File: config.mk
export PLATFORM = sky130hd
export DESIGN_NAME = tx_pkt_seq
export DESIGN_NICKNAME = d
export VERILOG_FILES = /design/src/rtl/tx_seq_pkg.sv /design/src/rtl/txs_desc_slot.sv /design/src/rtl/txs_beat_seq.sv /design/src/rtl/tx_pkt_seq.sv
export SDC_FILE = /design/constraint.sdc
export NUM_CORES = 1
export LEC_CHECK = 0
export ABC_AREA = 1
export BUFFER_PORTS_ARGS = -buffer_cell sky130_fd_sc_hd__buf_4
export CORE_AREA = 3 3 154 156
export CTS_CLUSTER_DIAMETER = 80
export DETAILED_ROUTE_END_ITERATION = 10
export DIE_AREA = 0 0 157 159
export SYNTH_ARGS = -nofsm -noshare
export SYNTH_HDL_FRONTEND = slang
export SYNTH_SLANG_ARGS = --single-unit
File: constraint.sdc
create_clock -name clk_i -period 3.2 [get_ports clk_i]
set_input_delay 0.16 -clock clk_i [delete_from_list [all_inputs] [get_ports clk_i]]
set_output_delay 0.16 -clock clk_i [all_outputs]
set_load 0.01 [all_outputs]
File: src/rtl/tx_seq_pkg.sv
package tx_seq_pkg;
  localparam int unsigned TXS_DESC_W      = 128;
  localparam int unsigned TXS_DATA_W      = 64;
  localparam int unsigned TXS_LEN_W       = 10;
  localparam int unsigned TXS_HASDATA_BIT = 126;
  localparam int unsigned TXS_LEN_LSB     = 96;
endpackage

File: src/rtl/txs_desc_slot.sv
module txs_desc_slot #(
  parameter int unsigned DESC_W = 128
) (
  input  logic              clk_i,
  input  logic              rst_ni,
  input  logic              load_i,
  input  logic [DESC_W-1:0] desc_i,
  input  logic              ack_i,
  output logic              req_o,
  output logic [DESC_W-1:0] desc_o
);
  logic              req_q;
  logic [DESC_W-1:0] desc_q;

  always_ff @(posedge clk_i or negedge rst_ni) begin
    if (!rst_ni) begin
      req_q  <= 1'b0;
      desc_q <= '0;
    end else if (load_i) begin
      req_q  <= 1'b1;
      desc_q <= desc_i;
    end else if (req_q && ack_i) begin
      req_q  <= 1'b0;
    end
  end

  assign req_o  = req_q;
  assign desc_o = desc_q;

  assert_desc_hold_R2: assert property (@(posedge clk_i) disable iff (!rst_ni)
    (req_q && !ack_i) |=> (req_q && $stable(desc_q)));
endmodule

File: src/rtl/txs_beat_seq.sv
module txs_beat_seq #(
  parameter int unsigned LEN_W = 10
) (
  input  logic             clk_i,
  input  logic             rst_ni,
  input  logic             load_i,
  input  logic             has_data_i,
  input  logic [LEN_W-1:0] len_i,
  input  logic             wait_i,
  output logic             frame_o,
  output logic             dv_o,
  output logic             accept_o,
  output logic             last_o
);
  localparam int unsigned BEAT_W = LEN_W + 1;

  logic              active_q;
  logic              dv_q;
  logic [BEAT_W-1:0] left_q;
  logic [LEN_W:0]    dw_count;
  logic [BEAT_W-1:0] beats;
  logic              accept;
  logic              is_last;

  // zero length field encodes the maximum size
  always_comb begin
    dw_count = (len_i == '0) ? {1'b1, {LEN_W{1'b0}}} : {1'b0, len_i};
    beats    = BEAT_W'(({1'b0, dw_count} + (LEN_W+2)'(1)) >> 1);
  end

  assign accept  = dv_q && !wait_i;
  assign is_last = (left_q == BEAT_W'(1));

  always_ff @(posedge clk_i or negedge rst_ni) begin
    if (!rst_ni) begin
      active_q <= 1'b0;
      dv_q     <= 1'b0;
      left_q   <= '0;
    end else if (load_i) begin
      active_q <= has_data_i;
      dv_q     <= 1'b0;
      left_q   <= beats;
    end else begin
      if (active_q && !dv_q) dv_q <= 1'b1;
      if (accept) begin
        if (is_last) begin
          active_q <= 1'b0;
          dv_q     <= 1'b0;
        end else begin
          left_q <= left_q - BEAT_W'(1);
        end
      end
    end
  end

  assign frame_o  = active_q && (!dv_q || !is_last);
  assign dv_o     = dv_q;
  assign accept_o = accept;
  assign last_o   = accept && is_last;

  assert_frame_before_last_R5: assert property (@(posedge clk_i) disable iff (!rst_ni)
    $fell(dv_q) |-> !$past(frame_o));
  assert_beats_in_range_R8: assert property (@(posedge clk_i) disable iff (!rst_ni)
    dv_q |-> (left_q != '0));
endmodule

File: src/rtl/tx_pkt_seq.sv
module tx_pkt_seq
  import tx_seq_pkg::*;
#(
  parameter int unsigned DESC_W      = TXS_DESC_W,
  parameter int unsigned DATA_W      = TXS_DATA_W,
  parameter int unsigned LEN_W       = TXS_LEN_W,
  parameter int unsigned HASDATA_BIT = TXS_HASDATA_BIT,
  parameter int unsigned LEN_LSB     = TXS_LEN_LSB
) (
  input  logic              clk_i,
  input  logic              rst_ni,
  input  logic              cmd_valid_i,
  input  logic [DESC_W-1:0] cmd_desc_i,
  output logic              cmd_ready_o,
  input  logic [DATA_W-1:0] pl_data_i,
  output logic              pl_pop_o,
  output logic              core_req_o,
  output logic [DESC_W-1:0] core_desc_o,
  input  logic              core_ack_i,
  output logic              core_frame_o,
  output logic              core_dv_o,
  input  logic              core_wait_i,
  output logic [DATA_W-1:0] core_data_o
);
  logic busy_q, acked_q;
  logic load, ack_seen, data_pend, fin;
  logic frame, dv, accept, last;

  txs_desc_slot #(.DESC_W(DESC_W)) u_slot (
    .clk_i  (clk_i),
    .rst_ni (rst_ni),
    .load_i (load),
    .desc_i (cmd_desc_i),
    .ack_i  (core_ack_i),
    .req_o  (core_req_o),
    .desc_o (core_desc_o)
  );

  txs_beat_seq #(.LEN_W(LEN_W)) u_beats (
    .clk_i      (clk_i),
    .rst_ni     (rst_ni),
    .load_i     (load),
    .has_data_i (cmd_desc_i[HASDATA_BIT]),
    .len_i      (cmd_desc_i[LEN_LSB +: LEN_W]),
    .wait_i     (core_wait_i),
    .frame_o    (frame),
    .dv_o       (dv),
    .accept_o   (accept),
    .last_o     (last)
  );

  assign ack_seen  = acked_q || (core_ack_i && core_req_o);
  assign data_pend = frame || dv;
  assign fin       = busy_q && ack_seen && (!data_pend || last);

  assign cmd_ready_o = !busy_q || fin;
  assign load        = cmd_valid_i && cmd_ready_o;

  always_ff @(posedge clk_i or negedge rst_ni) begin
    if (!rst_ni) begin
      busy_q  <= 1'b0;
      acked_q <= 1'b0;
    end else if (load) begin
      busy_q  <= 1'b1;
      acked_q <= 1'b0;
    end else if (fin) begin
      busy_q  <= 1'b0;
      acked_q <= 1'b0;
    end else if (core_ack_i && core_req_o) begin
      acked_q <= 1'b1;
    end
  end

  assign core_frame_o = frame;
  assign core_dv_o    = dv;
  assign pl_pop_o     = accept;
  assign core_data_o  = dv ? pl_data_i : '0;

  assert_frame_with_req_R3: assert property (@(posedge clk_i) disable iff (!rst_ni)
    (core_req_o && !core_desc_o[HASDATA_BIT]) |-> (!core_frame_o && !core_dv_o));
  assert_dv_follows_frame_R4: assert property (@(posedge clk_i) disable iff (!rst_ni)
    $rose(core_frame_o) |=> core_dv_o);
  assert_req_drops_R9: assert property (@(posedge clk_i) disable iff (!rst_ni)
    (core_req_o && core_ack_i && !(cmd_valid_i && cmd_ready_o)) |=> !core_req_o);
  assert_pop_gated_R7: assert property (@(posedge clk_i) disable iff (!rst_ni)
    !core_dv_o |-> !pl_pop_o);
endmodule

==> impl_metrics.json <==
{
  "ys_top_cells_by_area": "dfrtp_1 (55%), nand2_1 (28%), inv_1 (5.3%)",
  "fillers": 2097,
  "drt-initial-drc-count": 404,
  "cts_max_path_buffers": 2,
  "yosysMostFrequentCell": "nand2_1",
  "status": "finished clean",
  "routed_wl_mm": 23.8,
  "grt_pass1_wl_mm": 37.4,
  "diodes": 0,
  "tns_ns": 0,
  "clock-sinks": 144,
  "min_period_ns": 2.35,
  "synth.largest_area_cell": "dfrtp_1",
  "wire_per_inst_um": 14.4,
  "cts-root-buf": "clkbuf_16",
  "grt_antenna_before_repair": 0,
  "slowest_delay_ns": 0.39,
  "relSlewSlack": 0.461,
  "period_share": 0.735,
  "synth_ff_type": "dfrtp_1",
  "via_count": 7064,
  "vias_per_cell": 4.27,
  "h-tree-depth": 4,
  "io_buffers": 393,
  "hold_path.class": "primary input to flop",
  "multi_input_area_um2": 2380,
  "clkTransAtPathRegs_ns": 0.07,
  "skew_ns": 0.0132,
  "cpMostUsedCell": "nand2_1",
  "cts_tree": "done",
  "path_class": "flop to flop",
  "synth-seq-area-share": 0.550,
  "setup_viol": 0,
  "die_height_um": 159,
  "placedCellCount": 1503,
  "place_hpwl_mm": 16.4,
  "ys_seq_elements": 144,
  "crit_fanout": 84,
  "coreArea_um2": 22500,
  "hold_viol": 0,
  "dp_slack_ns": 0.839,
  "drc": 0,
  "synth_area_um2": 6560,
  "rows": 55,
  "cts.repair.resized": 0,
  "end_kind": "flop",
  "startpoint_type": "flop",
  "die-area_um2": 25000,
  "synth.distinct_cells": 23,
  "grt_pass1_vias": 7147,
  "power_density_nw_per_um2": 865,
  "cpMaxStageDelayCell": "inv_4",
  "rsz0062_at_grt": "no",
  "tightest_slew_ns": 0.809,
  "track_usage": 0.185,
  "regArea_um2": 3600,
  "slew_violations": 0,
  "clock.fmax_ghz": 0.425,
  "ir_worst_vdd_v": 0.000430,
  "syn_avg_cell_area_um2": 7.64,
  "fin_ws_ns": 0.849,
  "worstPathRequired_ns": 3.55,
  "instances_no_fill": 1654,
  "place.gp.congestion": 0.812,
  "area.growth.synth_to_final_pct": 76.3,
  "cts_buffers": 17,
  "synth_top_area_share": 0.550,
  "async_reset_ff_frac": 1.00,
  "antenna_left": 0,
  "grt_max_degree": 159,
  "maxCapViolations": 0,
  "insertion_delay_ns": 0.41,
  "crit_path_cell_trace": "inv_1, ha_1, nand2_1, nor2_1, nand3_1, nand2_1, nand2_2, nand2_4, nand2_4, inv_4, buf_12, nand2_1, nand2_1",
  "start_util": 0.291,
  "drive_gt1_frac": 0.318,
  "synth_edf_count": 0,
  "p_leak_uw": 0.00676,
  "syn_inst": 858,
  "critPathArrivalTime_ns": 2.70,
  "yosys_warnings": 0,
  "ios": 394,
  "drtPass1Iterations": 5,
  "grt-ovfl-total": 0,
  "syn_nets": 1059,
  "fp.dieW_um": 157,
  "finalNetCount": 1558,
  "synth.cells.most_frequent": "nand2_1 (485), dfrtp_1 (144), inv_1 (93)"
}
==> per-layer routing <==
layer  routed length, um  up-vias  track usage  part of all wire
met2               11400      262        0.308              0.48
met4                 831        0       0.0768             0.035
li1                    -     3535            -                 -
met5                   0        -            0                 0
met1                9720     3218        0.226              0.41
met3                1800       49       0.0487             0.076
==> worst paths after layout <==
check                                                from                        endpoint  slack [ns]  depth (start not counted)
max                         u_beats.left_q[1]$_DFFE_PN0P_   u_slot.desc_o[42]$_DFFE_PN0N_        0.85                         13
min                                        cmd_desc_i[96]   u_slot.desc_o[96]$_DFFE_PN0N_        0.07                          3
max in group asynchronous                          rst_ni   u_slot.desc_o[45]$_DFFE_PN0N_        2.05                          3
min reg2reg                u_slot.desc_o[106]$_DFFE_PN0N_  u_slot.desc_o[106]$_DFFE_PN0N_        0.48                          2
min in group asynchronous                          rst_ni   u_slot.desc_o[49]$_DFFE_PN0N_        0.38                          2
max reg2reg                 u_beats.left_q[1]$_DFFE_PN0P_   u_slot.desc_o[42]$_DFFE_PN0N_        0.85                         13
==> critical path, delay by kind of cell (launching register included) <==
family	cells	cell delay [ns]
buf+inv	3	0.88
simple gates	9	0.81
flops	1	0.38
fa+ha+maj	1	0.17
==> cell usage in the layout, fill, tap and decap left out, types with 2 or more instances in the layout <==
master         Yosys  final
dfrtp_1          144    143
nand4_1            2      2
inv_6              0      3
clkinv_4           0      2
xor2_1            10     10
nor2_1            20     20
bufinv_16          0      4
o21ai_0           20     20
dlygate4sd3_1      0    120
nand3b_1           3      3
buf_4             12    395
nor3_1             6      6
inv_1             93     93
nand2_4            2      2
nand3_1           22     22
clkinv_2           0      2
nand2_1          485    485
buf_12             0      3
xnor2_1            2      2
clkbuf_16          0     17
ha_1               4      4
o31ai_1            2      2
==> cell families (layout without fill, tap and decap cells) <==
family	Yosys count	in the layout	share of synthesized area
and+or+nand+nor	542	542	0.321
DFF	144	144	0.550
buffers and inverters	133	644	0.0870
AOI/OAI and AO/OA	23	23	0.0183
xor gates and xnor gates	12	12	0.0160
adders and majority gates	4	4	0.00764
==> area by class of cell <==
class / count / area share
Clock inverter: 12 / 0.0157
Inverter: 94 / 0.0307
Clock buffer: 19 / 0.0383
Tap cell: 285 / 0.0308
Sequential cell: 144 / 0.312
Multi-Input combinational cell: 581 / 0.206
Timing Repair Buffer: 519 / 0.367
==> report_power, final <==
group | leakage (uW) | switching, uW | total [uW] | internal, uW
clock network | 0.000304 | 794 | 2120 | 1330
logic | 0.00467 | 2510 | 4670 | 2160
registers | 0.00178 | 511 | 3200 | 2690
==> repair_timing <==
| item | 4_1_cts | 5_1_grt |
|---|---|---|
| setup endpoints to repair | 0 | 0 |
| hold buffers | 120 | 0 |
| endpoints found under the hold margin | 196 | 0 |
| setup buffers | 0 | 0 |
==> stage by stage <==
step / area [um2] / hold slack, ns / util / total power (uW)
2_1_floorplan: 6560 / -0.136 / - / 5440
3_3_place_gp: 9730 / 0.279 / 0.433 / 7740
3_5_place_dp: 9730 / 0.281 / 0.433 / 7790
4_1_cts: 11600 / 0.0402 / 0.514 / 10100
5_1_grt: 11600 / 0.0692 / 0.514 / 10800
6_report: 11600 / 0.0654 / 0.514 / 10000
==> flip-flops by register name, indices dropped and copies added (netlist names) <==
signal            flops
u_beats.left_q       11
u_slot.req_o          1
u_beats.active_q      1
busy_q                1
u_beats.dv_o          1
acked_q               1
u_slot.desc_o       128
No activity file was read; power rests on OpenSTA's default activity.
